File: src/rtl/rxdaf_pkg.sv
package rxdaf_pkg;
  localparam int unsigned NUM_STA    = 2;
  localparam int unsigned ADDR_BYTES = 6;
  localparam int unsigned ADDR_W     = 8 * ADDR_BYTES;
  localparam int unsigned GRP_BITS   = 64;
  localparam int unsigned HASH_W     = $clog2(GRP_BITS);
  localparam int unsigned CTL_W      = 4;

  // control bit positions
  localparam int unsigned CTL_IND_HASH = 2;
  localparam int unsigned CTL_BCAST    = 3;

  // register byte offsets
  localparam logic [7:0] OFS_GRP_LO = 8'h10;
  localparam logic [7:0] OFS_GRP_HI = 8'h14;
  localparam logic [7:0] OFS_CTL    = 8'h1C;

  typedef struct packed {
    logic [CTL_W-1:0]                ctl;
    logic [GRP_BITS-1:0]             grp;
    logic [NUM_STA-1:0][ADDR_W-1:0]  sta;
  } filt_cfg_t;
endpackage

File: src/rtl/rxdaf_regs.sv
module rxdaf_regs
  import rxdaf_pkg::*;
(
  input  logic        clk,
  input  logic        rst_n,
  input  logic        wr_en,
  input  logic [7:0]  wr_addr,
  input  logic [31:0] wr_data,
  output filt_cfg_t   cfg
);
  logic [31:0] grp_lo_q, grp_hi_q;
  logic [CTL_W-1:0] ctl_q;

  generate
    for (genvar s = 0; s < NUM_STA; s++) begin : g_sta
      logic [31:0] lo_q;
      logic [15:0] hi_q;
      logic lo_we, hi_we;
      assign lo_we = wr_en && (wr_addr == 8'(s * 8));
      assign hi_we = wr_en && (wr_addr == 8'(s * 8 + 4));
      always_ff @(posedge clk or negedge rst_n) begin
        if (!rst_n) begin
          lo_q <= '0;
          hi_q <= '0;
        end else begin
          if (lo_we) lo_q <= wr_data;
          if (hi_we) hi_q <= wr_data[15:0];
        end
      end
      assign cfg.sta[s] = {hi_q, lo_q};
    end
  endgenerate

  always_ff @(posedge clk or negedge rst_n) begin
    if (!rst_n) begin
      grp_lo_q <= '0;
      grp_hi_q <= '0;
      ctl_q    <= '0;
    end else begin
      if (wr_en && wr_addr == OFS_GRP_LO) grp_lo_q <= wr_data;
      if (wr_en && wr_addr == OFS_GRP_HI) grp_hi_q <= wr_data;
      if (wr_en && wr_addr == OFS_CTL)    ctl_q    <= wr_data[CTL_W-1:0];
    end
  end

  assign cfg.grp = {grp_hi_q, grp_lo_q};
  assign cfg.ctl = ctl_q;
endmodule

File: src/rtl/rxdaf_match.sv
module rxdaf_match
  import rxdaf_pkg::*;
(
  input  filt_cfg_t         cfg,
  input  logic [ADDR_W-1:0] dest,
  output logic              pass
);
  localparam int unsigned SLICES = ADDR_W / HASH_W;

  logic [NUM_STA-1:0] sta_hit;
  logic [HASH_W-1:0]  hidx;
  logic               bc_hit, grp_hit;

  generate
    for (genvar s = 0; s < NUM_STA; s++) begin : g_cmp
      assign sta_hit[s] = cfg.ctl[s] && (dest == cfg.sta[s]);
    end
  endgenerate

  always_comb begin
    hidx = '0;
    for (int k = 0; k < SLICES; k++) hidx ^= dest[k*HASH_W +: HASH_W];
  end

  assign bc_hit  = cfg.ctl[CTL_BCAST] && (&dest);
  assign grp_hit = (dest[0] || cfg.ctl[CTL_IND_HASH]) && cfg.grp[hidx];
  assign pass    = (|sta_hit) || bc_hit || grp_hit;
endmodule

File: src/rtl/rx_da_filter.sv
module rx_da_filter
  import rxdaf_pkg::*;
#(
  parameter int unsigned LEN_W     = 16,
  parameter int unsigned MIN_LEN   = 12,
  parameter int unsigned MAX_LEN   = 1536,
  parameter int unsigned CRC_BYTES = 4
) (
  input  logic             clk,
  input  logic             rst_n,
  input  logic             cfg_wr_en,
  input  logic [7:0]       cfg_wr_addr,
  input  logic [31:0]      cfg_wr_data,
  input  logic             rx_valid,
  input  logic [7:0]       rx_data,
  input  logic             rx_sof,
  input  logic             rx_eof,
  input  logic             pend_consume,
  output logic             verdict_valid,
  output logic             verdict_accept,
  output logic             verdict_oversize,
  output logic             verdict_overrun,
  output logic [LEN_W:0]   verdict_len,
  output logic             rx_pending
);
  localparam logic [LEN_W-1:0] MIN_L = LEN_W'(MIN_LEN);
  localparam logic [LEN_W-1:0] MAX_L = LEN_W'(MAX_LEN);
  localparam logic [LEN_W:0]   CRC_L = (LEN_W+1)'(CRC_BYTES);

  filt_cfg_t cfg_live, cfg_q, cfg_nxt;
  logic [ADDR_W-1:0] dest_q, dest_nxt;
  logic [LEN_W-1:0]  cnt_q, cnt_nxt;
  logic in_frame_q, in_frame_nxt, pend_q, pend_nxt;
  logic vld_q, acc_q, ovs_q, orun_q;
  logic acc_nxt, ovs_nxt, orun_nxt;
  logic [LEN_W:0] len_q, len_nxt;
  logic start, take, last, pass, ok, big, short_f;

  rxdaf_regs u_regs (
    .clk(clk), .rst_n(rst_n), .wr_en(cfg_wr_en), .wr_addr(cfg_wr_addr),
    .wr_data(cfg_wr_data), .cfg(cfg_live)
  );

  rxdaf_match u_match (.cfg(cfg_q), .dest(dest_q), .pass(pass));

  assign start = rx_valid && rx_sof;
  assign take  = rx_valid && (rx_sof || in_frame_q);
  assign last  = take && rx_eof;

  // next-state
  always_comb begin
    cnt_nxt  = cnt_q;
    dest_nxt = dest_q;
    cfg_nxt  = cfg_q;
    if (start) begin
      cnt_nxt  = LEN_W'(1);
      dest_nxt = {{(ADDR_W-8){1'b0}}, rx_data};
      cfg_nxt  = cfg_live;
    end else if (take) begin
      cnt_nxt = (&cnt_q) ? cnt_q : cnt_q + 1'b1;
      for (int b = 1; b < ADDR_BYTES; b++)
        if (cnt_q == LEN_W'(b)) dest_nxt[b*8 +: 8] = rx_data;
    end
    in_frame_nxt = last ? 1'b0 : (start ? 1'b1 : in_frame_q);

    short_f  = cnt_nxt < MIN_L;
    big      = cnt_nxt > MAX_L;
    ok       = last && !short_f && pass;
    acc_nxt  = ok && !big && !pend_q;
    ovs_nxt  = ok && big;
    orun_nxt = ok && !big && pend_q;
    len_nxt  = last ? ({1'b0, cnt_nxt} + CRC_L) : len_q;
    pend_nxt = (pend_q && !pend_consume) || acc_nxt;
  end

  // registers
  always_ff @(posedge clk or negedge rst_n) begin
    if (!rst_n) begin
      cfg_q      <= '0;
      dest_q     <= '0;
      cnt_q      <= '0;
      in_frame_q <= 1'b0;
      pend_q     <= 1'b0;
      vld_q      <= 1'b0;
      acc_q      <= 1'b0;
      ovs_q      <= 1'b0;
      orun_q     <= 1'b0;
      len_q      <= '0;
    end else begin
      if (start) cfg_q <= cfg_nxt;
      if (take) begin
        dest_q <= dest_nxt;
        cnt_q  <= cnt_nxt;
      end
      in_frame_q <= in_frame_nxt;
      pend_q     <= pend_nxt;
      vld_q      <= last;
      acc_q      <= acc_nxt;
      ovs_q      <= ovs_nxt;
      orun_q     <= orun_nxt;
      if (last) len_q <= len_nxt;
    end
  end

  assign verdict_valid    = vld_q;
  assign verdict_accept   = acc_q;
  assign verdict_oversize = ovs_q;
  assign verdict_overrun  = orun_q;
  assign verdict_len      = len_q;
  assign rx_pending       = pend_q;

  AST_ONE_OUTCOME: assert property (@(posedge clk) disable iff (!rst_n)
    verdict_valid |-> $countones({verdict_accept, verdict_oversize, verdict_overrun}) <= 1);
  AST_ACCEPT_LEN: assert property (@(posedge clk) disable iff (!rst_n)
    (verdict_valid && verdict_accept) |->
      (verdict_len >= {1'b0, MIN_L} + CRC_L && verdict_len <= {1'b0, MAX_L} + CRC_L));
  AST_OVERSIZE_LEN: assert property (@(posedge clk) disable iff (!rst_n)
    (verdict_valid && verdict_oversize) |-> verdict_len > {1'b0, MAX_L} + CRC_L);
  AST_OVERRUN_PEND: assert property (@(posedge clk) disable iff (!rst_n)
    (verdict_valid && verdict_overrun) |-> $past(rx_pending));
  AST_ACCEPT_PEND: assert property (@(posedge clk) disable iff (!rst_n)
    (verdict_valid && verdict_accept) |-> rx_pending);
endmodule

File: config.mk
export PLATFORM = sky130hd
export DESIGN_NAME = rx_da_filter
export DESIGN_NICKNAME = d
export VERILOG_FILES = /design/src/rtl/rxdaf_pkg.sv /design/src/rtl/rxdaf_regs.sv /design/src/rtl/rxdaf_match.sv /design/src/rtl/rx_da_filter.sv
export SDC_FILE = /design/constraint.sdc
export NUM_CORES = 1
export LEC_CHECK = 0
export ABC_AREA = 1
export BUFFER_PORTS_ARGS = -buffer_cell sky130_fd_sc_hd__buf_2
export CAP_MARGIN = 20
export CORE_AREA = 2 2 207 209
export DETAILED_ROUTE_END_ITERATION = 10
export DIE_AREA = 0 0 209 211
export PLACE_DENSITY_LB_ADDON = 0.3
export SYNTH_ARGS = -nofsm -noshare
export SYNTH_HDL_FRONTEND = slang
export SYNTH_SLANG_ARGS = --single-unit
File: constraint.sdc
create_clock -name clk -period 2.8 [get_ports clk]
set_input_delay 0.42 -clock clk [delete_from_list [all_inputs] [get_ports clk]]
set_output_delay 0.42 -clock clk [all_outputs]
set_load 0.005 [all_outputs]
-- After elaboration in Yosys (flattened, before gate mapping)
Index checks and enable logic that the tools add are counted.
- reduce and logical (&&, ||, !) cells: 46
- equal/unequal tests: 13
- magnitude comparators: 3
- add/sub/neg operators: 2
- multiplexer cells: 13
- bitwise gates (word level): 7
- operators with widths (kind ; number):
    $eq A48 B48 Y1 ; 2
    $mux W16 ; 3
    $reduce_and A48 Y1 ; 1
    $xor A6 B6 Y6 ; 7
    $mux W40 ; 1
    $mux W8 ; 5
    $eq A16 B2 Y1 const B ; 2
    $eq A16 B3 Y1 const B ; 2
    $eq A8 B5 Y1 const B ; 3
    $logic_and A1 B1 Y1 ; 21
    $add A16 B3 Y17 const B ; 1
    $add A16 B1 Y16 const B ; 1
    $eq A16 B1 Y1 const B ; 1
    $eq A8 B4 Y1 const B ; 2
    $gt A16 B11 Y1 const B ; 1
    $lt A16 B4 Y1 const B ; 1
    $reduce_and A16 Y1 ; 1
    $reduce_and A2 Y1 ; 6
    $reduce_bool A2 Y1 ; 6
    $eq A8 B3 Y1 const B ; 1
    $logic_not A8 Y1 ; 1
    $lt A6 B7 Y1 const B ; 1
    $bmux W1 S6 ; 1
    $logic_or A1 B1 Y1 ; 5
    other kinds (3) ; 8
- word-level logic and storage cells: 109
- input bits: 55
- output and inout bits: 22
- flip-flop bits (word level): 415

-- Longest topological paths before layout
Gate-level depths: netlist of run 1.
- depth after elaboration: 15
- mapped depth: 21
- mapped depth without buffers: 20

-- Hierarchy
A second synthesis of run 1 with hierarchy kept.
- cells, all modules: 2476
- area, all modules: 19860.3 um^2
- by module, submodules not included (module ; seq. area each (um^2) ; area an instance (um^2) ; times used ; cells each):
    rx_da_filter ; 6281.0 ; 10552.6 ; 1 ; 1256
    rxdaf_regs ; 4103.9 ; 6665.1 ; 1 ; 741
    rxdaf_match ; 0.0 ; 2642.5 ; 1 ; 479

-- Worst setup path after synthesis of run 1
Ideal clock, no wire load.
- kind: register to register
- start point: register cnt_q[0]
- end point: register len_q[14], in the netlist verdict_len[14]
- library setup time: 123 ps
- cell stages (with the launch flop): 16
- data required time: 2677 ps
- arrival time: 2390 ps
- clock period less this slack: 2513 ps
- slack: 287 ps
- path buffers: 0
- cells stage by stage: dfrtp_1 > ha_1 > nand3_2 > nor2_4 > nand2_4 > nand2_8 > o21ai_0 > nor3b_4 > ha_1 > inv_1 > nor3_4 > nand4_2 > nor3_2 > nand2_1 > o21ai_1 > o21ai_1
- longest elaborated chain between the ends: 5
- elaborated cells between the ends (all ways): 6
- classes of those cells: add/sub (2); mux (3); reduce/logical (1)
- RTL lines (item ; line ; source):
    start, declared ; rx_da_filter.sv:32 ; logic [LEN_W-1:0] cnt_q, cnt_nxt;
    start signal, assigned ; rx_da_filter.sv:93 ; cnt_q <= cnt_nxt;
    $add A16 B1 Y16 or $reduce_and A16 Y1 (tied branches) ; rx_da_filter.sv:60 ; cnt_nxt = (&cnt_q) ? cnt_q : cnt_q + 1'b1;
    $mux W16 (*) ; rx_da_filter.sv:60 ;
    $mux W16 (*) ; rx_da_filter.sv:59 ; end else if (take) begin
    $mux W16 (*) ; rx_da_filter.sv:55 ; if (start) begin
    via cnt_nxt[2] ; rx_da_filter.sv:32 ;
    $add A16 B3 Y17 (*) ; rx_da_filter.sv:72 ; len_nxt = last ? ({1'b0, cnt_nxt} + CRC_L) : len_q;
    end signal, assigned ; rx_da_filter.sv:101 ; if (last) len_q <= len_nxt;
    end, declared ; rx_da_filter.sv:36 ; logic [LEN_W:0] len_q, len_nxt;
The timed path passes the listed nets; every way through them passes the cells marked *.
A chain may end at the register's enable or synchronous reset.

-- Worst setup path after layout of run 1
- start point: register dest_q[31]
- end point: register pend_q, in the netlist rx_pending
- longest elaborated chain between the ends: 11
- elaborated cells between the ends (all ways): 19
- classes of those cells: eq/ne (2); mux (2); bitwise (3); reduce/logical (12)
- RTL lines (item ; line ; source):
    start, declared ; rx_da_filter.sv:31 ; logic [ADDR_W-1:0] dest_q, dest_nxt;
    start signal, assigned ; rx_da_filter.sv:92 ; dest_q <= dest_nxt;
    $xor A6 B6 Y6 (3 in series) ; rxdaf_match.sv:22 ; for (int k = 0; k < SLICES; k++) hidx ^= dest[k*HASH_W +: HASH_W];
    $bmux W1 S6 ; rxdaf_match.sv:26 ; assign grp_hit = (dest[0] || cfg.ctl[CTL_IND_HASH]) && cfg.grp[hidx];
    $mux W1 (implied by the code) ; rxdaf_match.sv:26 ;
    $logic_and A1 B1 Y1 ; rxdaf_match.sv:26 ;
    $logic_or A1 B1 Y1 (*) ; rxdaf_match.sv:27 ; assign pass = (|sta_hit) || bc_hit || grp_hit;
    $logic_and A1 B1 Y1 (*) ; rx_da_filter.sv:68 ; ok = last && !short_f && pass;
    $logic_and A1 B1 Y1 (*) (2 in series) ; rx_da_filter.sv:69 ; acc_nxt = ok && !big && !pend_q;
    $logic_or A1 B1 Y1 (*) ; rx_da_filter.sv:73 ; pend_nxt = (pend_q && !pend_consume) || acc_nxt;
    via pend_nxt ; rx_da_filter.sv:33 ; logic in_frame_q, in_frame_nxt, pend_q, pend_nxt;
    end signal, assigned ; rx_da_filter.sv:96 ; pend_q <= pend_nxt;
    end, declared ; rx_da_filter.sv:33 ;
The timed path passes the listed nets; every way through them passes the cells marked *. The select of a mux whose other input is x is not followed.

==> impl_metrics.toml, run 1 <==
[global_route]
grt_antenna_before_repair = 0
grt_max_degree = 108
track_usage_pct = 23.3
number_of_global_route_vias_before_repair = 15135
grt_pass1_wl_um = 81100
globalRouteOverflowTotal = 0

[final_layout]
nets = 2361
layout.cell_area.non_filler_um2 = 21600
layout.cells.non_filler = 2871
fillers = 3845
final_util_pct = 51.7
layout-drive-gt1-share_pct = 12.3
diodes = 0
layout-area-overhead-vs-synth_pct = 15.5

[routing]
detail_route.drc_violations = 0
drt_first_iter_violations = 1094
detail_route.first_pass.iterations = 5
drt-total-wl_um = 49600
route.vias.total = 15069
postRouteAntennaNets = 0
drt-vias-per-instance = 5.25
detail_routed_net_length_per_standard_cell_um = 17.3

[logic_synthesis]
synth-async-reset-ratio_pct = 100
warnings_synthesis = 0
fraction_of_the_yosys_area_taken_by_sequential_cells_pct = 55.5
synth_seq_cells = 415
largest_cells_by_area_after_synthesis = "sky130_fd_sc_hd__dfrtp_1 (56%), sky130_fd_sc_hd__nand2_1 (17%), sky130_fd_sc_hd__o21ai_0 (6.7%)"
yosys_most_used_dff = "sky130_fd_sc_hd__dfrtp_1"
yosys.cell_count.top_type = "sky130_fd_sc_hd__nand2_1"
post_synth_design_cell_area_um2 = 18700
synth_top_area_cell = "sky130_fd_sc_hd__dfrtp_1"
post_synth.cell_area_avg_um2 = 8.45
mappedNetlistNets = 2274
synth_common_cells = "sky130_fd_sc_hd__nand2_1 (853), sky130_fd_sc_hd__dfrtp_1 (415), sky130_fd_sc_hd__o21ai_0 (249)"
syn_inst = 2213
yosysTopAreaCellShare_pct = 55.5
synth_cell_type_count = 55
synth_edf_count = 0

[pwr]
power_per_unit_of_standard_cell_area_nw_per_um2 = 753
sequentialPowerShare_pct = 41.9
max-vdd-ir-drop_mv = 0.468
intPower_mw = 11.4
power.leakage_nw = 11.0
p_clk_share_pct = 37.9
comb_power_share_pct = 20.2
total_power_mw = 16.3
power_switching_mw = 4.88
p_sw_share_pct = 30.0

[clocking]
clock_insertion_delay_worst_skew_ns = 0.57
cts.sinks = 415
cts_made_buffers = 44
clockBufferDepth = 3
ctsHtreeMaxLevel = 2
cts_tree = "done"
worst_setup_hold_path_clk_slew_ns = 0.06
cts_root_buf = "sky130_fd_sc_hd__clkbuf_16"

[sta]
slew_violations = 0
rel_slew_slack_pct = 29.4
fmaxAchievable_ghz = 0.382
clock_skew_ns = 0.0127
timing_hold_violations_final = 0
post-route-period-util_pct = 93.6
setup_violations = 0
rsz0062_at_grt = "false"
worst-slew-pin-transition_ns = 1.06
setup_tns_ns = 0
final.min_clock_period_ns = 2.62

[critical_path]
cp-endpoint = "rx_pending"
critical_path.most_common_cell = "sky130_fd_sc_hd__nand3_1"
timing.critical_path.from = "dest_q[31]"
worst-r2r-cell-count = 17
timing.critical_path.slowest_stage_cell = "sky130_fd_sc_hd__dfrtp_1"
critPathCaptureType = "flop"
path_cells = "inv_1, nor2_1, o21ai_0, nand2_1, nand3_1, nand2_2, inv_1, buf_12, nand3_1, nand3_1, nand3_1, nand3_1, nand3_1, nand3_1, nand2_1, nand4_1, nand2_1"
setup_crit_start_kind = "flop"
r2r-start = "dest_q[31]"
worst_ep_arrival_time_ns = 3.07
critPathKind = "flop to flop"
worst-endpoint-required_ns = 3.25
max_stage_delay_ns = 0.42
crit-reg2reg-capture = "rx_pending"
critical_path_peak_fanout = 16
worst_setup_slack_for_register_to_register_paths_ns = 0.18

[run]
drv.max_cap_violation_count = 0

[die]
core_um2 = 41800
io-pin-count = 77
initial_utilization_pct = 44.8
die_height_um = 211
row_count = 75
dieArea_um2 = 44100
floorplan.die.width_um = 209

[placed_design]
io_buffers = 76
total_placed_cells_including_tap_cells = 2790
routabilityCongestion = 0.906
placement.cell_area_um2 = 20000
hpwl_after_dpl_um = 34200

[run_status]
outcome = "finished, final reports clean"

[worst_hold_path]
hold_path.class = "primary input to flop"
worstHoldStart = "rx_data[5]"
worstHoldPathCells = 3
metal layers:
| metal | vias to the layer above | wire (um) | GRT usage (%) |
|---|---|---|---|
| met2 | 389 | 23200 | 38.1 |
| li1 | 7246 | - | - |
| met5 | - | 0 | 0 |
| met4 | 0 | 1530 | 8.50 |
| met1 | 7330 | 22500 | 32.1 |
| met3 | 104 | 2360 | 3.11 |
per-stage QoR:
step	worst slack [ns]	hold WS (ns)
2_1_floorplan	0.287	0.124
4_1_cts	0.116	0.0756
3_3_place_gp	0.121	0.450
6_report	0.179	0.0965
5_1_grt	0.00955	0.102
3_5_place_dp	0.109	0.451
layout make-up:
cell class / count / area [um^2] / share of cell area [%]
Sequential cell: 415 / 10400 / 48.1
Multi-Input combinational cell: 1535 / 7360 / 34.1
Clock buffer: 60 / 1240 / 5.75
Timing Repair Buffer: 147 / 1060 / 4.92
Tap cell: 539 / 674 / 3.12
Inverter: 157 / 594 / 2.75
Clock inverter: 18 / 282 / 1.30
how the worst min path moves through the flow:
stage            endpoint
3_5_place_dp   cfg_q[158]
6_report        dest_q[5]
3_3_place_gp     cfg_q[9]
4_1_cts         dest_q[5]
5_1_grt        rx_pending
2_1_floorplan    cfg_q[0]
registers in the layout (all words and copies together) (netlist names):
register,cells
u_regs.grp_hi_q,32
u_regs.g_sta.lo_q,64
rx_pending,1
u_regs.g_sta.hi_q,32
in_frame_q,1
u_regs.grp_lo_q,32
verdict_overrun,1
cnt_q,16
verdict_accept,1
verdict_valid,1
verdict_oversize,1
u_regs.ctl_q,4
verdict_len,17
dest_q,48
cfg_q,164
layout by cell type, fill, tap and decap left out, types with 8 or more instances in the layout:
master / n
sky130_fd_sc_hd__buf_4: 59
sky130_fd_sc_hd__clkbuf_1: 9
sky130_fd_sc_hd__dfrtp_1: 414
sky130_fd_sc_hd__o21ai_0: 248
sky130_fd_sc_hd__nand3_1: 127
sky130_fd_sc_hd__nand3_2: 8
sky130_fd_sc_hd__inv_1: 146
sky130_fd_sc_hd__clkbuf_16: 45
sky130_fd_sc_hd__buf_12: 9
sky130_fd_sc_hd__buf_2: 75
sky130_fd_sc_hd__inv_2: 10
sky130_fd_sc_hd__o22ai_1: 11
sky130_fd_sc_hd__nand4_1: 18
sky130_fd_sc_hd__nor3_1: 26
sky130_fd_sc_hd__nand2_2: 11
sky130_fd_sc_hd__nand2_1: 849
sky130_fd_sc_hd__xor2_1: 47
sky130_fd_sc_hd__nor4_1: 8
sky130_fd_sc_hd__xnor2_1: 37
sky130_fd_sc_hd__nor2_1: 58
sky130_fd_sc_hd__o2111ai_1: 8
power by group through the flow:
| stage | clock [mW] | combinational [mW] | sequential, mW |
|---|---|---|---|
| finish | 6.16 | 3.29 | 6.81 |
| global route | 6.53 | 3.65 | 6.85 |
| CTS | 6.27 | 3.25 | 6.80 |
| detailed placement | 0 | 3.23 | 6.90 |
| global placement | 0 | 3.18 | 6.89 |
| floorplan | 0 | 2.00 | 6.76 |
logic make-up (layout without fill, tap and decap cells):
family | count (synthesis) | count (layout) | synth area share (%)
AND/OR/NAND/NOR | 1149 | 1149 | 26.1
flip-flops | 415 | 415 | 55.5
AO/OA/AOI/OAI | 295 | 295 | 8.48
buffers and inverters | 263 | 382 | 5.44
XOR/XNOR | 85 | 85 | 4.02
adder cells (fa/ha/maj) | 6 | 6 | 0.402
worst max-delay path, delay by kind of cell (launching register included):
kind | cells | cell delay, ns
buffers and inverters | 3 | 0.40
AND/OR/NAND/NOR | 13 | 1.51
AO/OA/AOI/OAI | 1 | 0.19
flip-flops | 1 | 0.42
repair_timing:
| action | CTS | global route |
|---|---|---|
| buffers inserted | 0 | 1 |
| endpoints found under the setup margin | 0 | 13 |
| hold buffers | 1 | 0 |
| hold endpoints to repair | 76 | 0 |
| resized for setup | 0 | 15 |
Note: power is estimated with default switching activity, not from simulation.
==> inputs of run 2 (changes only) <==
Settings changed: CORE_AREA 2 2 207 209 to 10 10 215 217, DIE_AREA 0 0 209 211 to 0 0 225 227.
==> run 2 against run 1 <==
Against the previous run: non-clock buffer count fell by 7; die area rose by 16%; cell count fell by 0.10%.
==> impl_metrics.toml, run 2 (synthesis results as in run 1) <==
[clocking]
ctsHtreeMaxLevel = 2
cts_made_buffers = 46
clock_insertion_delay_worst_skew_ns = 0.59
cts_tree = "done"
worst_setup_hold_path_clk_slew_ns = 0.06
cts_root_buf = "sky130_fd_sc_hd__clkbuf_16"
clockBufferDepth = 3
cts.sinks = 415

[critical_path]
r2r-start = "dest_q[44]"
critical_path.top_delay_family = "simple AND/OR/NAND/NOR gates"
worst_ep_arrival_time_ns = 3.10
worst_setup_slack_for_register_to_register_paths_ns = 0.22
crit-reg2reg-capture = "verdict_accept"
critPathKind = "flop to flop"
path_cells = "xnor2_1, inv_1, nand2_1, nand2_1, nand2_1, nand2_1, inv_2, nand3_1, nand3_1, nand3_1, nand3_1, nand3_2, nand2_2, nand4_1, inv_1"
critPathCaptureType = "flop"
max_stage_delay_ns = 0.47
timing.critical_path.slowest_stage_cell = "sky130_fd_sc_hd__dfrtp_1"
worst-endpoint-required_ns = 3.32
setup_crit_start_kind = "flop"
critical_path_peak_fanout = 8
cp_depth = 15
critPathBufInv = 3
worst-r2r-cell-count = 15

[final_layout]
nets = 2356
final_util_pct = 51.5
layout_common_cells = "sky130_fd_sc_hd__nand2_1 (848), sky130_fd_sc_hd__dfrtp_1 (413), sky130_fd_sc_hd__o21ai_0 (248)"
layout-drive-gt1-share_pct = 12.2
diodes = 0
layout.cell_area.non_filler_um2 = 21500
layout-area-overhead-vs-synth_pct = 15.0
largest_reg_flops = 164
top_regs = "cfg_q: 164 flops, u_regs.g_sta.lo_q: 64 flops, dest_q: 48 flops"
most_common_cell_after_layout_fill_and_taps_aside = "sky130_fd_sc_hd__nand2_1"
max_flop_register = "cfg_q"
layout.cells.non_filler = 2868
fillers = 3903

[worst_hold_path]
hold_path.class = "primary input to flop"
worst_hold_path.endpoint = "dest_q[0]"
worstHoldPathCells = 3
worstHoldStart = "rx_data[0]"

[die]
floorplan.die.width_um = 225
row_count = 75
dieArea_um2 = 51100
core_um2 = 41800
die_height_um = 227
io-pin-count = 77
initial_utilization_pct = 44.8

[routing]
postRouteAntennaNets = 0
route.vias.total = 14984
detail_route.drc_violations = 0
drt_first_iter_violations = 1342
detail_route.first_pass.iterations = 5
detail_routed_net_length_per_standard_cell_um = 18.0
drt-vias-per-instance = 5.22
drt-total-wl_um = 51600

[placed_design]
placement.cell_area_um2 = 19900
io_buffers = 76
total_placed_cells_including_tap_cells = 2783
hpwl_after_dpl_um = 35400
placement.setup.worst_slack_ns = 0.0190
routabilityCongestion = 0.893

[global_route]
globalRouteOverflowTotal = 0
number_of_global_route_vias_before_repair = 14961
track_usage_pct = 20.4
grt_antenna_before_repair = 1
grt_max_degree = 122
grt_pass1_wl_um = 82900

[sta]
slew_violations = 0
rel_slew_slack_pct = 31.2
setup_violations = 0
post-route-period-util_pct = 92.1
worst-slew-pin-transition_ns = 1.03
fmaxAchievable_ghz = 0.388
clock_skew_ns = 0.0206
setup_tns_ns = 0
timing_hold_violations_final = 0
final.setup.worst_slack_ns = 0.222
final.min_clock_period_ns = 2.58

[pwr]
max-vdd-ir-drop_mv = 0.488
power_per_unit_of_standard_cell_area_nw_per_um2 = 752
power.leakage_nw = 10.9

[run]
drv.max_cap_violation_count = 0

[run_status]
outcome = "finished, final reports clean"
==> run 2: cell count changes in the layout (fill, tap and decap cells not counted), moves of 2 or more <==
cell	previous run	this run
sky130_fd_sc_hd__buf_12	9	5
sky130_fd_sc_hd__bufinv_16	7	3
sky130_fd_sc_hd__clkbuf_8	6	10
sky130_fd_sc_hd__buf_4	59	56
sky130_fd_sc_hd__clkbuf_1	9	11
sky130_fd_sc_hd__clkbuf_16	45	47
==> run 2: where the power goes <==
group | total (mW) | switching, mW | internal, mW
sequential | 6.83 | 0.403 | 6.43
clock | 6.12 | 2.49 | 3.63
combinational | 3.23 | 2.07 | 1.16
==> run 2: metrics by stage <==
stage | hold WS (ns) | power [mW]
floorplan | 0.124 | 8.76
global placement | 0.450 | 9.98
detailed placement | 0.451 | 10.1
CTS | 0.0579 | 16.2
global route | 0.0977 | 16.9
finish | 0.0742 | 16.2
==> run 2: routing by layer <==
metal,vias to the layer above,part of all wire [%],track usage (%)
met5,-,0,0
met3,78,4.7,3.08
met2,331,48,33.3
li1,7221,-,-
met1,7354,45,27.5
met4,0,2.3,6.54
==> run 2: area by class of cell <==
| cell class | instances | area (um^2) | share of cell area [%] |
|---|---|---|---|
| clock inverter | 14 | 166 | 0.774 |
| clock buffer | 68 | 1360 | 6.30 |
| inverter | 157 | 594 | 2.76 |
| multi-input combinational | 1535 | 7380 | 34.3 |
| sequential | 415 | 10400 | 48.3 |
| tap | 539 | 674 | 3.14 |
| timing repair buffer | 140 | 943 | 4.39 |
==> run 2: how the worst max path moves through the flow <==
stage,from,endpoint,slack (ns)
floorplan,cnt_q[0],verdict_len[14],0.29
global placement,rx_valid,verdict_len[14],0.09
detailed placement,rx_valid,verdict_len[14],0.02
CTS,cnt_q[0],verdict_len[14],0.06
global route,dest_q[18],verdict_accept,-0.004
finish,dest_q[44],verdict_accept,0.22
==> run 2: worst register-to-register path, stage by stage (launching register included) <==
cell	delay (ns)
sky130_fd_sc_hd__dfrtp_1	0.47
sky130_fd_sc_hd__xnor2_1	0.34
sky130_fd_sc_hd__inv_1	0.07
sky130_fd_sc_hd__nand2_1	0.10
sky130_fd_sc_hd__nand2_1	0.06
sky130_fd_sc_hd__nand2_1	0.06
sky130_fd_sc_hd__nand2_1	0.26
sky130_fd_sc_hd__inv_2	0.27
sky130_fd_sc_hd__nand3_1	0.11
sky130_fd_sc_hd__nand3_1	0.08
sky130_fd_sc_hd__nand3_1	0.11
sky130_fd_sc_hd__nand3_1	0.11
sky130_fd_sc_hd__nand3_2	0.15
sky130_fd_sc_hd__nand2_2	0.13
sky130_fd_sc_hd__nand4_1	0.13
sky130_fd_sc_hd__inv_1	0.09
==> run 2: timing repair <==
item                                   4_1_cts  5_1_grt
buffers inserted                             0        2
endpoints found under the hold margin       71        0
hold buffers                                 1        0
setup endpoints to repair                    0       14
resized for setup                            0       21
